## src/rtl/slowdn_pkg.sv

```systemverilog
package slowdn_pkg;
  // Index of each local source inside the local strobe vector.
  localparam int LOC_PADDLE  = 0;
  localparam int LOC_COUNTER = 1;
  localparam int LOC_EXT     = 2;
  localparam int LOC_SPKR    = 3;
  localparam int NUM_LOCAL   = 4;

  // Bit of the slot/speaker enable register that holds the speaker enable.
  localparam int SPKR_EN_BIT = 0;

  function automatic int hold_max(input int a, input int b);
    return (a > b) ? a : b;
  endfunction

  function automatic int cnt_width(input int max_val);
    return (max_val < 2) ? 1 : $clog2(max_val + 1);
  endfunction
endpackage

```

## src/rtl/slowdn_qualify.sv

```systemverilog
// Gates raw access strobes with their enable bits.
module slowdn_qualify #(
  parameter int N = 4
) (
  input  logic [N-1:0] hit,
  input  logic [N-1:0] en,
  output logic [N-1:0] fire
);
  for (genvar i = 0; i < N; i++) begin : g_gate
    assign fire[i] = hit[i] & en[i];
  end
endmodule

```

## src/rtl/slowdn_req_merge.sv

```systemverilog
// Picks the largest hold value among the sources firing this cycle.
module slowdn_req_merge #(
  parameter int NSRC  = 11,
  parameter int CNT_W = 6
) (
  input  logic [NSRC-1:0]            fire,
  input  logic [NSRC-1:0][CNT_W-1:0] hold_vals,
  output logic [CNT_W-1:0]           req
);
  logic [NSRC:0][CNT_W-1:0] stage;
  assign stage[0] = '0;

  for (genvar i = 0; i < NSRC; i++) begin : g_chain
    logic [CNT_W-1:0] cand;
    assign cand         = fire[i] ? hold_vals[i] : '0;
    assign stage[i + 1] = (cand > stage[i]) ? cand : stage[i];
  end

  assign req = stage[NSRC];
endmodule

```

## src/rtl/slowdn_hold_counter.sv

```systemverilog
// Remaining-delay counter: cancel wins, otherwise max(decremented, request).
module slowdn_hold_counter #(
  parameter int CNT_W = 6
) (
  input  logic             clk,
  input  logic             rst_n,
  input  logic             cancel,
  input  logic             tick,
  input  logic [CNT_W-1:0] req,
  output logic [CNT_W-1:0] cnt,
  output logic             busy
);
  logic [CNT_W-1:0] dec;
  logic [CNT_W-1:0] nxt;

  always_comb begin
    dec = cnt;
    if (tick && (cnt != '0)) dec = cnt - 1'b1;
    nxt = (req > dec) ? req : dec;
  end

  always_ff @(posedge clk) begin
    if (!rst_n)      cnt <= '0;
    else if (cancel) cnt <= '0;
    else             cnt <= nxt;
  end

  assign busy = (cnt != '0);
endmodule

```

## src/rtl/slowdn_ctrl.sv

```systemverilog
module slowdn_ctrl #(
  parameter int LOCAL_HOLD = 5,
  parameter int SLOT_HOLD  = 53,
  parameter int NUM_SLOTS  = 7
) (
  input  logic                 clk,
  input  logic                 rst_n,
  input  logic                 tick_ms,
  input  logic                 paddle_hit,
  input  logic                 counter_hit,
  input  logic                 ext_hit,
  input  logic                 spkr_hit,
  input  logic [NUM_SLOTS:1]   slot_hit,
  input  logic                 paddle_dly_en,
  input  logic                 counter_dly_en,
  input  logic                 ext_dly_en,
  input  logic [NUM_SLOTS:0]   slot_spk_en,
  input  logic                 ctrl_wr,
  output logic                 slow_active
);
  import slowdn_pkg::*;

  localparam int HOLD_MAX = hold_max(LOCAL_HOLD, SLOT_HOLD);
  localparam int CNT_W    = cnt_width(HOLD_MAX);
  localparam int NSRC     = NUM_LOCAL + NUM_SLOTS;

  logic [NUM_LOCAL-1:0] loc_hit, loc_en, loc_fire;
  logic [NUM_SLOTS-1:0] slt_hit, slt_en, slt_fire;

  assign loc_hit[LOC_PADDLE]  = paddle_hit;
  assign loc_hit[LOC_COUNTER] = counter_hit;
  assign loc_hit[LOC_EXT]     = ext_hit;
  assign loc_hit[LOC_SPKR]    = spkr_hit;
  assign loc_en[LOC_PADDLE]   = paddle_dly_en;
  assign loc_en[LOC_COUNTER]  = counter_dly_en;
  assign loc_en[LOC_EXT]      = ext_dly_en;
  assign loc_en[LOC_SPKR]     = slot_spk_en[SPKR_EN_BIT];

  for (genvar k = 1; k <= NUM_SLOTS; k++) begin : g_slot_map
    assign slt_hit[k - 1] = slot_hit[k];
    assign slt_en[k - 1]  = slot_spk_en[k];
  end

  slowdn_qualify #(.N(NUM_LOCAL)) u_loc_q (
    .hit (loc_hit),
    .en  (loc_en),
    .fire(loc_fire)
  );

  slowdn_qualify #(.N(NUM_SLOTS)) u_slt_q (
    .hit (slt_hit),
    .en  (slt_en),
    .fire(slt_fire)
  );

  logic [NSRC-1:0]            all_fire;
  logic [NSRC-1:0][CNT_W-1:0] hold_vals;

  assign all_fire = {slt_fire, loc_fire};

  for (genvar i = 0; i < NSRC; i++) begin : g_hold
    if (i < NUM_LOCAL) begin : g_local
      assign hold_vals[i] = CNT_W'(LOCAL_HOLD);
    end else begin : g_slot
      assign hold_vals[i] = CNT_W'(SLOT_HOLD);
    end
  end

  logic [CNT_W-1:0] req;

  slowdn_req_merge #(.NSRC(NSRC), .CNT_W(CNT_W)) u_merge (
    .fire     (all_fire),
    .hold_vals(hold_vals),
    .req      (req)
  );

  logic [CNT_W-1:0] hold_cnt;

  slowdn_hold_counter #(.CNT_W(CNT_W)) u_cnt (
    .clk   (clk),
    .rst_n (rst_n),
    .cancel(ctrl_wr),
    .tick  (tick_ms),
    .req   (req),
    .cnt   (hold_cnt),
    .busy  (slow_active)
  );
endmodule

```

## config.mk

```make
export PLATFORM = sky130hd
export DESIGN_NAME = slowdn_ctrl
export DESIGN_NICKNAME = d
export VERILOG_FILES = /design/src/rtl/slowdn_pkg.sv /design/src/rtl/slowdn_qualify.sv /design/src/rtl/slowdn_req_merge.sv /design/src/rtl/slowdn_hold_counter.sv /design/src/rtl/slowdn_ctrl.sv
export SDC_FILE = /design/constraint.sdc
export NUM_CORES = 1
export LEC_CHECK = 0
export ABC_CLOCK_PERIOD_IN_PS = 13200
export BUFFER_PORTS_ARGS = -buffer_cell sky130_fd_sc_hd__buf_2
export CORE_MARGIN = 10
export CORE_UTILIZATION = 45
export CTS_CLUSTER_DIAMETER = 60
export DETAILED_ROUTE_END_ITERATION = 7
export PLACE_DENSITY = 0.71
export SLEW_MARGIN = 20
export SYNTH_ARGS = -nofsm -noshare
export SYNTH_HDL_FRONTEND = slang
export SYNTH_SLANG_ARGS = --single-unit
```

## constraint.sdc

```tcl
create_clock -name clk -period 13.2 [get_ports clk]
set_input_delay 3.96 -clock clk [delete_from_list [all_inputs] [get_ports clk]]
set_output_delay 3.96 -clock clk [all_outputs]
set_load 0.02 [all_outputs]
```

-- Word-level counts from Yosys, hierarchy flattened
Index checks and enable logic that the tools add are counted.
- bits in registers: 6
- output and inout bits: 1
- add/subtract/negate cells: 1
- $lt $le $gt $ge: 12
- mux-type cells: 24
- bitwise logic cells: 12
- reductions and logical operators: 3
- operator list (kind ; count):
    6-bit two-way mux ; 20
    6-bit greater-than comparator ; 11
    3-bit two-way mux ; 4
    1-bit AND ; 11
    6-bit by 1-bit greater-than comparator with 1-bit output, second input constant ; 1
    6-bit nonzero test ; 1
    6-bit by 1-bit subtractor with 6-bit output, second input constant ; 1
    2-bit OR reduction ; 1
    1-bit logical AND ; 1
    1-bit NOT ; 1

-- Longest topological paths before layout
- word-level depth: 26
- gate-level depth with buffers: 36
- depth with buffers taken out: 36

-- Hierarchy
Synthesis repeated with hierarchy kept, for this count alone.
- cell total of the unflattened synthesis: 585
- area total of the unflattened synthesis: 4130.2 µm²
- modules (own cells, without submodules) (module ; times used ; cells each ; area an instance (µm²) ; sequential area each (µm²)):
    slowdn_req_merge ; 1 ; 501 ; 3433.3 ; 0.0
    slowdn_hold_counter ; 1 ; 71 ; 620.6 ; 120.1
    slowdn_qualify (u_slt_q) ; 1 ; 7 ; 43.8 ; 0.0
    slowdn_qualify (u_loc_q) ; 1 ; 4 ; 25.0 ; 0.0
    slowdn_ctrl ; 1 ; 2 ; 7.5 ; 0.0

-- Worst setup path after synthesis
OpenSTA, ideal clock, no wires.
- kind: in2reg
- start point: input slot_hit[2] in the netlist's numbering
- end point: register u_cnt.cnt[2]
- library setup time: 0.059 ns
- arrival time: 9.128 ns
- required time: 13.141 ns
- slack: 4.013 ns
- stages: 33
- cell sequence: a22oi_1 -> and3_1 -> ha_1 -> inv_1 -> o22ai_1 -> nand2b_1 -> nand2_1 -> ha_1 -> nor2b_1 -> o21ai_0 -> a31oi_1 -> ha_1 -> inv_1 -> o22ai_1 -> mux2i_1 -> a41oi_1 -> ha_1 -> inv_1 -> o22ai_1 -> o21ai_0 -> ha_1 -> inv_1 -> o22ai_1 -> o21ai_0 -> a21oi_1 -> inv_1 -> ha_1 -> nand4_1 -> a21oi_1 -> a32oi_1 -> o311ai_4 -> a2111o_1 -> nand2_1
- longest elaborated chain between the ends: 16
- RTL lines (what ; RTL line ; RTL):
    start: declaration ; slowdn_ctrl.sv:13 ; input logic [NUM_SLOTS:1] slot_hit,
    1-bit AND * ; slowdn_qualify.sv:10 ; assign fire[i] = hit[i] & en[i];
    6-bit two-way mux * ; slowdn_req_merge.sv:15 ; assign cand = fire[i] ? hold_vals[i] : '0;
    6-bit greater-than comparator ; slowdn_req_merge.sv:16 ; assign stage[i + 1] = (cand > stage[i]) ? cand : stage[i];
    6-bit two-way mux * ; slowdn_req_merge.sv:16 ;
    6-bit greater-than comparator ; slowdn_req_merge.sv:16 ;
    6-bit two-way mux * ; slowdn_req_merge.sv:16 ;
    6-bit greater-than comparator ; slowdn_req_merge.sv:16 ;
    6-bit two-way mux * ; slowdn_req_merge.sv:16 ;
    6-bit greater-than comparator ; slowdn_req_merge.sv:16 ;
    6-bit two-way mux * ; slowdn_req_merge.sv:16 ;
    6-bit greater-than comparator ; slowdn_req_merge.sv:16 ;
    6-bit two-way mux * ; slowdn_req_merge.sv:16 ;
    6-bit greater-than comparator ; slowdn_req_merge.sv:16 ;
    6-bit two-way mux * ; slowdn_req_merge.sv:16 ;
    6-bit greater-than comparator ; slowdn_hold_counter.sv:19 ; nxt = (req > dec) ? req : dec;
    6-bit two-way mux * ; slowdn_hold_counter.sv:19 ;
    end signal: assignment ; slowdn_hold_counter.sv:25 ; else cnt <= nxt;
    end: declaration ; slowdn_hold_counter.sv:10 ; output logic [CNT_W-1:0] cnt,
Mark *: on every way between the ends. The rest lies on a longest branch, timed or not.
A chain may end at the register's enable or synchronous reset.

-- Final worst setup path
Ends and elaborated chain as after synthesis.

==> parameters.txt <==
Parameter                              Value

Status
  Run status    completed

Route
  Total number of vias    949
  Routed wire per std cell    12.8 microns
  Count of routing violations after the opening detailed-route iteration    62
  1st-pass router iterations    4
  Number of vias per cell after detailed routing    5.42
  Total detailed-routing wirelength    around 2200 microns
  Final routed DRC violation total    0
  Antenna-violating nets left    0

Synth
  Share of Yosys cell area claimed by the top area cell type    0.262
  Cell area after synthesis    956 sq um
  Register area share after synthesis    0.126
  Distinct cells, synth    38
  EDFF count, synth    0
  Synth top area cells    sky130_fd_sc_hd__ha_1 (26%), sky130_fd_sc_hd__dfxtp_1 (13%), sky130_fd_sc_hd__nand2_1 (5.9%), sky130_fd_sc_hd__inv_1 (5.1%), sky130_fd_sc_hd__nor2b_1 (4.6%)
  Top FF cell, synth    sky130_fd_sc_hd__dfxtp_1
  Gate count after technology mapping    120
  Net count after synthesis    166
  Post-Synthesis Mean Instance Area    7.97 sq um
  Total number of yosys warnings    0
  Synth area leader    sky130_fd_sc_hd__ha_1
  Fraction of synthesis flops using an asynchronous set or reset pin    0
  Number of synthesized register bits    6

Finish
  Ant diodes    0
  Utilization of the core after routing    0.574
  Growth of design area from synthesis to finish    19.0%
  Flip-flop count of the largest register after layout    6
  Final-stage net count    about 200
  Number of filler instances in the final layout    186
  Registers with the most flip-flops    u_cnt.cnt: 6 flops
  Share of post-route cells with drive strength above 1    0.243
  Final instance area    between 1000 and 1500 sq um
  Largest register by flop count    u_cnt.cnt

Die
  I/O pin count    27
  Initial Utilization    0.482
  Die area    about 4400 sq um
  Rows    16
  Horizontal extent of the die    66.1 microns
  Core outline area    1980 sq um
  Chip height    66.1 microns

Setup path
  Type of origin of the critical path    input port
  Worst setup path class    input port to flip-flop
  Largest stage delay on the critical path    ~0.4 ns
  Endpoint required time on the critical path    13.38 ns
  Critical Path Most Common Cell    sky130_fd_sc_hd__ha_1
  Arrival time worst endpoint    9.99 ns
  Worst-path cell with the longest stage delay    sky130_fd_sc_hd__a2111o_1
  Worst reg-to-reg path cell count    13
  Critical Path Fanout Max    7
  Type of destination of the critical path    flip-flop

Place
  Pre-CTS WS    3.15 ns
  Placed instance area    roughly 1100 sq um
  Total of buffers placed on input and output ports    26
  Global placement routability congestion    0.740
  Dpl hpwl    1960 microns

STA
  Final count of negative-setup-slack endpoints    0
  Final clock period utilization by the worst path    0.743
  Final Hold Slack    a little under 0.7 ns
  Transition at the pin with the smallest max-transition slack    about 0.44 ns
  Max-slew violations    0
  Final count of hold timing violations    0
  Maximum clock skew at final layout    0.0107 ns
  Time the final worst path needs with I/O delays and setup    between 9 and 10 ns
  Setup TNS after final layout    0 ns
  RSZ-0062 raised after global routing    false
  Smallest setup slack after layout    roughly 3.4 ns
  Achievable frequency    0.102 GHz
  Headroom to the max-slew limit    0.704

Global routing
  Number of global-route vias before repair    about 950
  Largest net degree at the start of global routing    9
  All-layer global routing usage    0.101
  First-pass GRT wire length    3620 microns
  Congestion Overflow GR    0
  Antenna violations before repair    0

Clock tree
  CTS hold repair buffers    0
  TritonCTS clock tree    done
  Clock sink count    6
  Number of buffers on the longest clock path    2
  Number of instances resized during post-cts repair    0
  Clock-pin transition on the worst setup and hold timing paths    around 0.05 ns
  Number of buffers created by CTS    3
  Later-pin clock latency in the skew report    0.25 ns
  Setup repair bufs after CTS    0
  H-tree lvl count    1
  Cell chosen for the clock root    sky130_fd_sc_hd__clkbuf_4

Power
  Static Leak    0.000585 uW
  Maximum vdd drop    0.0000817 V
  Power density relative to cell area    148 nW/um^2

Run
  MaxCap Viol Count    0

Min path
  Hold-critical path depth    3
  Type of the tightest min-delay check    flip-flop to flip-flop
==> cell type report <==
type | count | area (sq um) | area share
multi-input cells | 100 | 782 | 0.688
flip-flops and latches | 6 | 120 | 0.106
well taps | 27 | 33.8 | 0.0297
repair buffers | 26 | 130 | 0.114
clock buffers | 3 | 22.5 | 0.0198
inverters | 13 | 48.8 | 0.0429
==> cells by family after synthesis <==
logic type                 synth area share
adders and majority gates             0.262
DFF                                   0.126
and+or+nand+nor                       0.259
buffers and inverters                0.0563
muxes                                0.0105
xor gates and xnor gates             0.0275
AOI/OAI and AO/OA                     0.259
==> placed cells by master (no fill, tap or decap), drive strengths merged, types with 2 or more instances in the layout <==
cell type	n
a211oi	5
a21oi	5
a22oi	3
and3	2
buf	26
clkbuf	3
dfxtp	6
ha	20
inv	13
nand2	15
nand2b	2
nand4	3
nor2	7
nor2b	7
o21ai	4
o22ai	4
or2b	2
xnor2	2
==> synthesized netlist by cell type (2+ instances only) <==
library cell / number
sky130_fd_sc_hd__o22ai_1: 4
sky130_fd_sc_hd__nand2b_1: 2
sky130_fd_sc_hd__xnor2_1: 2
sky130_fd_sc_hd__a22oi_1: 3
sky130_fd_sc_hd__ha_1: 20
sky130_fd_sc_hd__nor2_1: 7
sky130_fd_sc_hd__o21ai_0: 4
sky130_fd_sc_hd__nor2b_1: 7
sky130_fd_sc_hd__a21oi_1: 5
sky130_fd_sc_hd__dfxtp_1: 6
sky130_fd_sc_hd__a211oi_1: 5
sky130_fd_sc_hd__inv_1: 13
sky130_fd_sc_hd__nand4_1: 3
sky130_fd_sc_hd__nand2_1: 15
==> worst paths after layout <==
path	startpoint	to	slack [ns]
min	u_cnt.cnt[0]	u_cnt.cnt[0]	0.68
max reg2reg	u_cnt.cnt[1]	u_cnt.cnt[2]	10.09
max	slot_hit[2]	u_cnt.cnt[2]	3.39
min reg2reg	u_cnt.cnt[0]	u_cnt.cnt[0]	0.68
==> metal layers <==
layer / wire [microns] / GRT usage
met1: 946 / 0.105
met2: 1090 / 0.175
met3: 195 / 0.0356
met4: 0 / 0.0471
met5: 0 / 0
==> critical path, delay by kind of cell <==
| kind | cells | cell delay, ns |
|---|---|---|
| AOI/OAI and AO/OA | 15 | 3.21 |
| adders and majority gates | 6 | 1.47 |
| and+or+nand+nor | 7 | 0.89 |
| buffers and inverters | 6 | 0.32 |
| muxes | 1 | 0.13 |
==> power breakdown <==
| part | leakage, uW | internal (uW) | switching, uW | total [uW] |
|---|---|---|---|---|
| logic | 0.000522 | 53.8 | 67.3 | 121 |
| clock network | 0.0000138 | 10.3 | 6.30 | 16.6 |
| registers | 0.0000491 | 23.2 | 7.44 | 30.6 |
| total | 0.000585 | 87.3 | 81.1 | 168 |
==> metrics by stage <==
| stage | instances | total power (uW) |
|---|---|---|
| 6_report | 175 | 168 |
| 3_3_place_gp | 172 | 147 |
| 5_1_grt | 175 | 185 |
| 3_5_place_dp | 172 | 152 |
| 2_1_floorplan | 120 | 124 |
| 4_1_cts | 175 | 169 |
No activity file was read; power rests on OpenSTA's default activity.
